### config.mk
export PLATFORM = sky130hd
export DESIGN_NAME = ccu_flag_unit
export DESIGN_NICKNAME = d
export VERILOG_FILES = /design/src/rtl/ccu_pkg.sv /design/src/rtl/ccu_arith_flags.sv /design/src/rtl/ccu_next_value.sv /design/src/rtl/ccu_flag_unit.sv
export SDC_FILE = /design/constraint.sdc
export NUM_CORES = 1
export LEC_CHECK = 0
export BUFFER_PORTS_ARGS = -buffer_cell sky130_fd_sc_hd__buf_2
export CAP_MARGIN = 25
export CORE_ASPECT_RATIO = 1.25
export CORE_MARGIN = 8
export CORE_UTILIZATION = 42
export DETAILED_ROUTE_END_ITERATION = 12
export GPL_TIMING_DRIVEN = 1
export HOLD_SLACK_MARGIN = 0.12
export PLACE_DENSITY_LB_ADDON = 0.1
export SYNTH_ARGS = -nofsm -noshare
export SYNTH_HDL_FRONTEND = slang
export SYNTH_SLANG_ARGS = --single-unit
### constraint.sdc
create_clock -name clk -period 1.8 [get_ports clk]
set_input_delay 0.18 -clock clk [delete_from_list [all_inputs] [get_ports clk]]
set_output_delay 0.18 -clock clk [all_outputs]
set_load 0.02 [all_outputs]
### src/rtl/ccu_pkg.sv
package ccu_pkg;
    localparam int CCR_W = 8;
    localparam int POS_C = 0;
    localparam int POS_V = 1;
    localparam int POS_Z = 2;
    localparam int POS_N = 3;
    localparam int POS_I = 4;
    localparam int POS_H = 5;
    localparam int POS_X = 6;
    localparam int POS_S = 7;
    localparam logic [CCR_W-1:0] CCR_RESET = 8'hD0;

    typedef enum logic [2:0] {
        OP_HOLD  = 3'd0,
        OP_ADD   = 3'd1,
        OP_SUB   = 3'd2,
        OP_TEST  = 3'd3,
        OP_SHIFT = 3'd4,
        OP_LOAD  = 3'd5,
        OP_BITWR = 3'd6,
        OP_SPARE = 3'd7
    } ccu_op_e;

    typedef struct packed {
        logic n;
        logic z;
        logic add_v;
        logic add_c;
        logic sub_v;
        logic sub_c;
    } ccu_arith_t;
endpackage

### src/rtl/ccu_arith_flags.sv
module ccu_arith_flags
    import ccu_pkg::*;
#(
    parameter int WIDE_W   = 16,
    parameter int NARROW_W = 8
) (
    input  logic              wide_i,
    input  logic [WIDE_W-1:0] a_i,
    input  logic [WIDE_W-1:0] b_i,
    input  logic [WIDE_W-1:0] r_i,
    output ccu_arith_t        flags_o
);
    localparam int NUM_SIZES = 2;

    ccu_arith_t per_size [NUM_SIZES];

    for (genvar g = 0; g < NUM_SIZES; g++) begin : g_size
        localparam int SW = (g == 0) ? NARROW_W : WIDE_W;
        logic [SW-1:0] a_s, b_s, r_s;
        assign a_s = a_i[SW-1:0];
        assign b_s = b_i[SW-1:0];
        assign r_s = r_i[SW-1:0];
        logic [SW-1:0] add_c_vec, add_v_vec, sub_c_vec, sub_v_vec;
        assign add_c_vec = (a_s & b_s) | (b_s & ~r_s) | (a_s & ~r_s);
        assign add_v_vec = (a_s & b_s & ~r_s) | (~a_s & ~b_s & r_s);
        assign sub_c_vec = (~a_s & b_s) | (b_s & r_s) | (~a_s & r_s);
        assign sub_v_vec = (a_s & ~b_s & ~r_s) | (~a_s & b_s & r_s);
        assign per_size[g].n     = r_s[SW-1];
        assign per_size[g].z     = ~|r_s;
        assign per_size[g].add_c = add_c_vec[SW-1];
        assign per_size[g].add_v = add_v_vec[SW-1];
        assign per_size[g].sub_c = sub_c_vec[SW-1];
        assign per_size[g].sub_v = sub_v_vec[SW-1];
    end

    assign flags_o = wide_i ? per_size[1] : per_size[0];
endmodule

### src/rtl/ccu_next_value.sv
module ccu_next_value
    import ccu_pkg::*;
(
    input  ccu_op_e          op_i,
    input  ccu_arith_t       flags_i,
    input  logic             shift_c_i,
    input  logic [CCR_W-1:0] load_val_i,
    input  logic [2:0]       bit_sel_i,
    input  logic             bit_val_i,
    input  logic [CCR_W-1:0] cur_i,
    output logic [CCR_W-1:0] next_o
);
    always_comb begin
        next_o = cur_i;
        unique case (op_i)
            OP_ADD: begin
                next_o[POS_C] = flags_i.add_c;
                next_o[POS_V] = flags_i.add_v;
                next_o[POS_Z] = flags_i.z;
                next_o[POS_N] = flags_i.n;
            end
            OP_SUB: begin
                next_o[POS_C] = flags_i.sub_c;
                next_o[POS_V] = flags_i.sub_v;
                next_o[POS_Z] = flags_i.z;
                next_o[POS_N] = flags_i.n;
            end
            OP_TEST: begin
                next_o[POS_V] = 1'b0;
                next_o[POS_Z] = flags_i.z;
                next_o[POS_N] = flags_i.n;
            end
            OP_SHIFT: begin
                next_o[POS_C] = shift_c_i;
                next_o[POS_V] = flags_i.n ^ shift_c_i;
                next_o[POS_Z] = flags_i.z;
                next_o[POS_N] = flags_i.n;
            end
            OP_LOAD:  next_o = load_val_i;
            OP_BITWR: next_o[bit_sel_i] = bit_val_i;
            OP_HOLD, OP_SPARE: next_o = cur_i;
            default:  next_o = cur_i;
        endcase
    end
endmodule

### src/rtl/ccu_flag_unit.sv
module ccu_flag_unit
    import ccu_pkg::*;
#(
    parameter int WIDE_W   = 16,
    parameter int NARROW_W = 8
) (
    input  logic              clk,
    input  logic              rst_n,
    input  logic [2:0]        op_i,
    input  logic              wide_i,
    input  logic [WIDE_W-1:0] a_i,
    input  logic [WIDE_W-1:0] b_i,
    input  logic [WIDE_W-1:0] r_i,
    input  logic              shift_c_i,
    input  logic [CCR_W-1:0]  load_val_i,
    input  logic [2:0]        bit_sel_i,
    input  logic              bit_val_i,
    output logic [CCR_W-1:0]  ccr_o
);
    ccu_op_e          op_cur;
    ccu_arith_t       arith;
    logic [CCR_W-1:0] ccr_q, ccr_d;

    assign op_cur = ccu_op_e'(op_i);

    ccu_arith_flags #(.WIDE_W(WIDE_W), .NARROW_W(NARROW_W)) arith_i (
        .wide_i (wide_i),
        .a_i    (a_i),
        .b_i    (b_i),
        .r_i    (r_i),
        .flags_o(arith)
    );

    ccu_next_value next_i (
        .op_i      (op_cur),
        .flags_i   (arith),
        .shift_c_i (shift_c_i),
        .load_val_i(load_val_i),
        .bit_sel_i (bit_sel_i),
        .bit_val_i (bit_val_i),
        .cur_i     (ccr_q),
        .next_o    (ccr_d)
    );

    always_ff @(posedge clk) begin
        if (!rst_n) ccr_q <= CCR_RESET;
        else        ccr_q <= ccr_d;
    end

    assign ccr_o = ccr_q;

    logic arith_op;
    assign arith_op = (op_i == 3'd1) || (op_i == 3'd2) || (op_i == 3'd3) || (op_i == 3'd4);

    a_r2_hold_keeps_value: assert property (@(posedge clk) disable iff (!rst_n)
        ((op_i == 3'd0) || (op_i == 3'd7)) |=> $stable(ccr_o));

    a_r6_test_keeps_carry: assert property (@(posedge clk) disable iff (!rst_n)
        (op_i == 3'd3) |=> (ccr_o[POS_C] == $past(ccr_o[POS_C])) && !ccr_o[POS_V]);

    a_r7_shift_overflow: assert property (@(posedge clk) disable iff (!rst_n)
        (op_i == 3'd4) |=> (ccr_o[POS_V] == (ccr_o[POS_N] ^ ccr_o[POS_C]))
                        && (ccr_o[POS_C] == $past(shift_c_i)));

    a_r8_load_whole: assert property (@(posedge clk) disable iff (!rst_n)
        (op_i == 3'd5) |=> ccr_o == $past(load_val_i));

    a_r9_bitwrite_one_bit: assert property (@(posedge clk) disable iff (!rst_n)
        (op_i == 3'd6) |=> $countones(ccr_o ^ $past(ccr_o)) <= 1);

    a_r10_control_untouched: assert property (@(posedge clk) disable iff (!rst_n)
        arith_op |=> $stable(ccr_o[CCR_W-1:POS_I]));

    a_r5_zero_negative_exclusive: assert property (@(posedge clk) disable iff (!rst_n)
        arith_op |=> !(ccr_o[POS_Z] && ccr_o[POS_N]));
endmodule

-- Word level (Yosys, flattened, before mapping)
Index checks and enable logic that the tools add are counted.
- output and inout port bits: 8
- register bits after elaboration: 8
- input bits: 67
- logic and storage cells: 71
- reduce and logical (&&, ||, !) cells: 9
- bitwise operators: 43
- eq/ne operators: 7
- mux-type cells: 7
- magnitude comparators: 2
- operators with widths (operator ; count):
    $and A16 B16 Y16 ; 12
    $and A8 B8 Y8 ; 12
    $or A16 B16 Y16 ; 6
    $not A16 Y16 ; 3
    $or A8 B8 Y8 ; 6
    $not A8 Y8 ; 3
    $pmux W3 S6 ; 1
    $reduce_or A16 Y1 ; 1
    $eq A3 B3 Y1 const B ; 4
    $bwmux W8 ; 1
    $pmux W4 S2 ; 1
    $reduce_or A8 Y1 ; 1
    $eq A3 B2 Y1 const B ; 2
    $mux W6 ; 1
    $pmux W1 S5 ; 1
    $reduce_bool A5 Y1 ; 1
    $lt A3 B4 Y1 const B ; 1
    $demux W1 S3 ; 1
    $eq A3 B1 Y1 const B ; 1
    $ge A3 B1 Y1 const B ; 1
    $logic_not A3 Y1 ; 1
    $logic_not A1 Y1 ; 2
    $reduce_bool A2 Y1 ; 1
    $reduce_or A2 Y1 ; 1
    3 further kinds ; 3

-- Longest topological paths before layout
Gate-level depths: netlist of the first run.
- depth after elaboration: 7
- depth in mapped cells: 5

-- Modules after synthesis
Synthesis of the first run repeated with hierarchy kept, for this count alone.
- cells, all modules: 114
- area, all modules: 912.1 um^2
- by module, submodules not included (module ; sequential area each (um^2) ; area each (um^2) ; cells an instance ; instances):
    ccu_next_value ; 0.0 ; 510.5 ; 72 ; 1
    ccu_flag_unit ; 160.2 ; 210.2 ; 16 ; 1
    ccu_arith_flags ; 0.0 ; 191.4 ; 26 ; 1

-- Worst setup path before layout of the first run
Ideal clock, no wire load.
- path kind: input to register
- start: in bit_sel_i[0]
- end: reg ccr_q[1] (netlist: ccr_o[1])
- setup slack: 0.575 ns
- library setup time: 0.074 ns
- required time: 1.726 ns
- cell stages on the path: 5
- arrival: 1.151 ns
- buffers on the path: 1
- path through: buf_2 > nor3b_1 > mux2_2 > a2bb2oi_1 > a31oi_1
- word-level cells in the longest chain between the ends: 6
- elaborated cells on any way between the ends: 7
- ends and longest elaborated chain (what ; RTL line ; source):
    start, declared ; ccu_flag_unit.sv:16 ; input logic [2:0] bit_sel_i,
    $lt A3 B4 Y1 (not written as such) / $ge A3 B1 Y1 (equally long branches) ; ccu_next_value.sv:40 ; OP_BITWR: next_o[bit_sel_i] = bit_val_i;
    $logic_and A1 B1 Y1 (not written as such) ; ccu_next_value.sv:40 ;
    $mux W1 (not written as such) ; ccu_next_value.sv:40 ;
    $demux W1 S3 (*) ; - ;
    $bwmux W8 (*) ; ccu_next_value.sv:40 ;
    $pmux W3 S6 (*) ; ccu_next_value.sv:15 ; unique case (op_i)
    end signal, assigned ; ccu_flag_unit.sv:47 ; else ccr_q <= ccr_d;
    end, declared ; ccu_flag_unit.sv:22 ; logic [CCR_W-1:0] ccr_q, ccr_d;
Every way passes the cells marked *; elsewhere a longest branch is shown, timed or not.
A chain may end at the register's enable or synchronous reset.

-- Final worst setup path of the first run
- start: in wide_i
- end: reg ccr_q[3] (netlist: ccr_o[3])
- word-level cells in the longest chain between the ends: 2
- ends and longest elaborated chain (what ; RTL line ; source):
    start, declared ; ccu_flag_unit.sv:10 ; input logic wide_i,
    $mux W6 ; ccu_arith_flags.sv:36 ; assign flags_o = wide_i ? per_size[1] : per_size[0];
    $pmux W3 S6 ; ccu_next_value.sv:15 ;
No other way between the ends.

==> results of run 1 <==
==> stage by stage <==
stage	hold WS, ps	setup slack [ps]	total power, mW	cell area [µm²]	cells
after floorplan	251.8	575.0	0.3443	929.6	123
after global placement	391.9	412.1	0.4172	1125	180
after detailed placement	396.9	387.0	0.4219	1125	180
after CTS	128.5	659.0	0.5684	1147	183
after global routing	145.1	591.6	0.5987	1147	183
final	131.1	660.8	0.5587	1147	183
==> final cells by class <==
class | count | area [µm²] | area share
Timing Repair Buffer | 46 | 230.2 | 0.2007
Inverter | 3 | 11.26 | 0.009815
Sequential cell | 8 | 160.2 | 0.1396
Clock buffer | 3 | 22.52 | 0.01963
Tap cell | 21 | 26.28 | 0.02290
Multi-Input combinational cell | 102 | 696.9 | 0.6074
==> how the worst min path moves through the flow <==
| stage | from | endpoint | slack [ps] |
|---|---|---|---|
| after floorplan | rst_n | ccr_o[4]$_SDFFE_PN1P_ | 250 |
| after global placement | load_val_i[4] | ccr_o[4]$_SDFFE_PN1P_ | 390 |
| after detailed placement | load_val_i[4] | ccr_o[4]$_SDFFE_PN1P_ | 400 |
| after CTS | load_val_i[4] | ccr_o[4]$_SDFFE_PN1P_ | 130 |
| after global routing | load_val_i[4] | ccr_o[4]$_SDFFE_PN1P_ | 150 |
| final | load_val_i[4] | ccr_o[4]$_SDFFE_PN1P_ | 130 |
==> power groups by stage <==
stage	registers [mW]	clock network, mW	logic, mW
CTS	0.199	0.149	0.220
finish	0.198	0.142	0.219
detailed placement	0.203	0	0.219
global route	0.200	0.155	0.243
floorplan	0.219	0	0.126
global placement	0.202	0	0.215
==> logic make-up (layout without fill, tap and decap cells) <==
| logic type | count (synthesis) | after routing | share of synthesized area |
|---|---|---|---|
| muxes | 9 | 9 | 0.1050 |
| and+or+nand+nor | 54 | 54 | 0.3486 |
| DFF | 8 | 8 | 0.1723 |
| AOI/OAI and AO/OA | 38 | 38 | 0.2867 |
| xor gates and xnor gates | 1 | 1 | 0.009423 |
| buffers and inverters | 13 | 52 | 0.07805 |
==> cells in the final DEF (no fill, tap or decap), types with 3 or more instances in the layout <==
master / count
nor2_1: 8
nand2_1: 10
dfxtp_1: 8
a211o_1: 3
a21oi_1: 4
buf_2: 46
inv_1: 3
mux2i_1: 3
o21ai_0: 9
nand2b_1: 5
nor3_1: 3
mux2_2: 5
a31oi_1: 3
nor3b_1: 5
nand3b_1: 3
nor2b_1: 6
clkbuf_4: 3
a211oi_1: 5
o211ai_1: 4
==> critical path: stages <==
cell and delay (ps):
buf_2 210, mux2_2 380, mux2_2 260, nor3b_1 170, a211oi_1 70
==> routing by layer <==
metal,share of wire,GRT usage,routed length [µm],vias up
li1,-,-,-,547
met4,0.016,0.07362,42,0
met2,0.51,0.2612,1361,31
met3,0.062,0.03340,166,4
met1,0.41,0.1460,1090,477
met5,0,0,0,-
==> qor.yml, run 1 <==
synth:
  yosysTopAreaCell: "dfxtp_1"
  synth_seq_area_share: 0.1723
  netlist_area_um2: 929.6
  synth_cell_type_count: 42
  yosys_warnings: 0
  ys_top_cells_by_area: "dfxtp_1 17%, mux2_2 6.1%, o21ai_0 4.8%"
  post-synth-top-area-fraction: 0.1723
  synth_area_per_cell_um2: 7.558
  synthCells: 123
  synth_edf_count: 0
  ys.flop_type: "dfxtp_1"
  synth_nets: 190
  ys_async_sr_fraction: 0
  synth_commonest_cells: "10 x nand2_1, 9 x o21ai_0, 8 x dfxtp_1, 8 x nor2_1, 7 x buf_2"
  yosys.cell_count.top_type: "nand2_1"
  ys_ff_latch: 8
die:
  die_x_um: 58.08
  start_util: 0.4345
  die_area_um2: 3984
  io-pin-count: 75
  coreArea_um2: 2140
  die_h_um: 68.60
  rows: 19
timing:
  tightestPinTransition_ps: 329.3
  hold_viol_final: 0
  period_needed_ps: 1139
  rsz0062_at_grt: "false"
  fin_skew_ps: 0
  fmax_ghz: 0.8778
  setup_violations: 0
  drv_slew: 0
  fin_setup_tns_ps: 0
  slew_headroom: 0.7777
  period_share: 0.6329
critical_path:
  startpoint: "wide_i"
  r2r_slack_ps: 790
  cp.required_ps: 1930
  reg2reg_depth: 4
  r2r-end: "ccr_o[1]$_SDFFE_PN0N_"
  crit_fanout: 12
  crit_end: "ccr_o[3]$_SDFFE_PN0N_"
  cp-start-kind: "primary input"
  worstReg2RegStart: "ccr_o[1]$_SDFFE_PN0N_"
  crit_type: "primary input to register"
  cp.arrival_ps: 1270
  cp-end-kind: "register"
final_layout:
  syn2layout_area_growth_pct: 23.42
  n_antenna_cell: 0
  fillers: 233
  utilization: 0.5363
  largest_reg_flops: 8
  nets: 231
  drive_gt1_frac: 0.3580
clock_network:
  clk_latency_ps: 260
  cts.sinks: 8
  clk_path_buf_depth: 2
  cts_tree: "yes"
  root_buffer: "clkbuf_4"
  cts.clk_slew.worst_paths_ps: 50
  cts_setup_buffers: 0
  numCtsBuffers: 3
  cts_resized: 0
  cts_hold_buf: 0
  htreeDepth: 1
power:
  power_leakage_nw: 0.4943
  p_sw_mw: 0.1910
  power_frac_comb: 0.391
  seqPwrFrac: 0.355
  worst_ir_drop_vdd_v: 0.0001883
  switching_share: 0.3419
  p_int_mw: 0.3677
  clockPowerShare: 0.254
  power_density_nw_per_um2: 486.9
worst_hold_path:
  hp-class: "primary input to register"
  whs_path_depth: 3
routing:
  finalWirelength_mm: 2.660
  antenna_left: 0
  route.vias.total: 1059
  wl_per_cell_um: 14.54
  vias_per_cell: 5.787
  first_pass_iters: 4
  drt-initial-drc-count: 12
  drc: 0
grt:
  grt_pass1_vias: 1032
  overflow: 0
  antenna_found_initial: 0
  grt_max_degree: 19
  grt_pass1_wl_mm: 4.450
  grtUsageTotal: 0.1410
placement:
  gp_congestion: 0.7776
  dp_hpwl_mm: 2.177
  io_buffers: 46
flow_run:
  drv_cap: 0
status:
  status: "finished, final reports clean"
No activity file was read; power rests on OpenSTA's default activity.
==> inputs of run 2 (changes only) <==
CORE_UTILIZATION = 35   (was 42)
clock period = 0.94 ns   (was 1.8 ns; I/O delays follow)
==> qor.yml, run 2 (synthesized netlist as in run 1, its figures left out) <==
critical_path:
  cp.arrival_ps: 1150  # -120 ps
  cp.required_ps: 1070  # -860 ps
  r2r-end: "ccr_o[0]$_SDFFE_PN0P_"
  worstReg2RegStart: "ccr_o[0]$_SDFFE_PN0P_"
  crit_fanout: 2  # -10
  reg2reg_depth: 3  # -1
  r2r_slack_ps: -80  # -870 ps
  cp-end-kind: "register"
  cp-start-kind: "register"
  crit_type: "register to register"
final_layout:
  largest_reg_flops: 8  # unchanged
  n_antenna_cell: 0  # unchanged
  nets: 258  # +12%
  syn2layout_area_growth_pct: 62.32
  fin_cells: 223  # +22%
  drive_gt1_frac: 0.5291  # +0.1711
  final_cell_mix: "41 x buf_2, 25 x buf_4, 10 x nand2_1"
  utilization: 0.5801  # +0.04383
  mostFrequentLayoutCell: "buf_2"
  design_area_um2: 1509  # +32%
  fillers: 256  # +9.9%
placement:
  dpl.cell_count: 218  # +21%
  gp_congestion: 0.8037  # +3.4%
  io_buffers: 46  # unchanged
  dpl_cell_area_um2: 1378  # +22%
  dp_hpwl_mm: 2.690  # +24%
die:
  die_area_um2: 4571  # +15%
  io-pin-count: 75  # unchanged
  die_h_um: 73.62  # +7.3%
  rows: 21  # +2
  die_x_um: 62.10  # +6.9%
  start_util: 0.3574  # -0.07712
  coreArea_um2: 2601  # +22%
grt:
  antenna_found_initial: 0  # unchanged
  grt_max_degree: 10  # -9
  grt_pass1_wl_mm: 5.264  # +18%
  overflow: 0  # unchanged
  grtUsageTotal: 0.1499  # +0.008889
  grt_pass1_vias: 1236  # +20%
clock_network:
  htreeDepth: 1  # unchanged
  root_buffer: "clkbuf_4"
  clk_path_buf_depth: 2  # unchanged
  clk_latency_ps: 250  # about the same
  cts.sinks: 8  # unchanged
  cts_tree: "yes"
  cts.clk_slew.worst_paths_ps: 60  # about the same
  numCtsBuffers: 3  # unchanged
power:
  power_density_nw_per_um2: 831.7  # +71%
  worst_ir_drop_vdd_v: 0.0004359  # +130%
  power_leakage_nw: 0.6805  # +38%
  finalPower_mw: 1.255  # +120%
routing:
  first_pass_iters: 4  # unchanged
  finalWirelength_mm: 3.335  # +25%
  route.vias.total: 1175  # +11%
  vias_per_cell: 5.269  # -8.9%
  drt-initial-drc-count: 34  # +22
  wl_per_cell_um: 14.96  # +2.9%
  antenna_left: 0  # unchanged
  drc: 0  # unchanged
status:
  status: "finished with violations"
  violations: "negative setup slack"
timing:
  tightestPinTransition_ps: 293.2  # -36.12 ps
  fin_skew_ps: 0  # unchanged
  rsz0062_at_grt: "true"
  hold_viol_final: 0  # unchanged
  fmax_ghz: 0.9807
  holdWs_ps: 129.1  # -2.070 ps
  period_share: 1.085
  drv_slew: 0  # unchanged
  fin_ws_ps: -79.70  # -740.5 ps
  slew_headroom: 0.8021  # +0.02438
  setup_violations: 2  # +2
  period_needed_ps: 1020
worst_hold_path:
  worstHoldStart: "load_val_i[7]"
  hp-class: "primary input to register"
  holdPathEnd: "ccr_o[7]$_SDFFE_PN1P_"
  whs_path_depth: 4  # +1
flow_run:
  drv_cap: 0  # unchanged
run 2: what timing repair did:
item                                   in CTS  in global routing
endpoints found under the hold margin       1                  0
hold buffers                                2                  0
resized for setup                           8                 16
setup endpoints to repair                   7                  9
pin swaps                                   2                 10
buffers inserted                            0                  0
run 2: how the worst max path moves through the flow:
stage,start,endpoint,depth (start not counted)
finish,ccr_o[0]$_SDFFE_PN0P_,ccr_o[0]$_SDFFE_PN0P_,3
global route,ccr_o[0]$_SDFFE_PN0P_,ccr_o[0]$_SDFFE_PN0P_,3
CTS,ccr_o[0]$_SDFFE_PN0P_,ccr_o[0]$_SDFFE_PN0P_,3
detailed placement,op_i[1],ccr_o[3]$_SDFFE_PN0N_,6
global placement,op_i[1],ccr_o[3]$_SDFFE_PN0N_,6
floorplan,bit_sel_i[0],ccr_o[0]$_SDFFE_PN0P_,5
run 2: critical path: stages (launching register included):
cell and delay, ps:
dfxtp_1 310, mux2_4 260, o211ai_1 230, a221oi_2 100
run 2: power by group:
group          switching, mW  internal, mW
logic                  0.287         0.316
registers             0.0125         0.368
clock network          0.125         0.147
run 2: cell type report:
class	instances	area, µm²	share of cell area
well taps	34	42.54	0.02819
clock buffers	3	22.52	0.01493
inverters	3	11.26	0.007463
multi-input cells	102	794.5	0.5265
flip-flops and latches	8	163.9	0.1086
repair buffers	73	474.2	0.3143
run 2: metrics by stage:
stage,setup WS [ps],TNS [ps]
finish,-79.70,-99.75
global route,-109.6,-215.1
CTS,-76.89,-99.80
detailed placement,-347.4,-2079
global placement,-305.6,-1827
floorplan,-154.0,-565.0
run 2: per-layer routing:
metal / wire length [µm] / vias up / track usage
met3: 162 / 2 / 0.01751
li1: - / 595 / -
met2: 1893 / 34 / 0.2938
met1: 1239 / 544 / 0.1463
met5: 0 / - / 0
met4: 40 / 0 / 0.06091
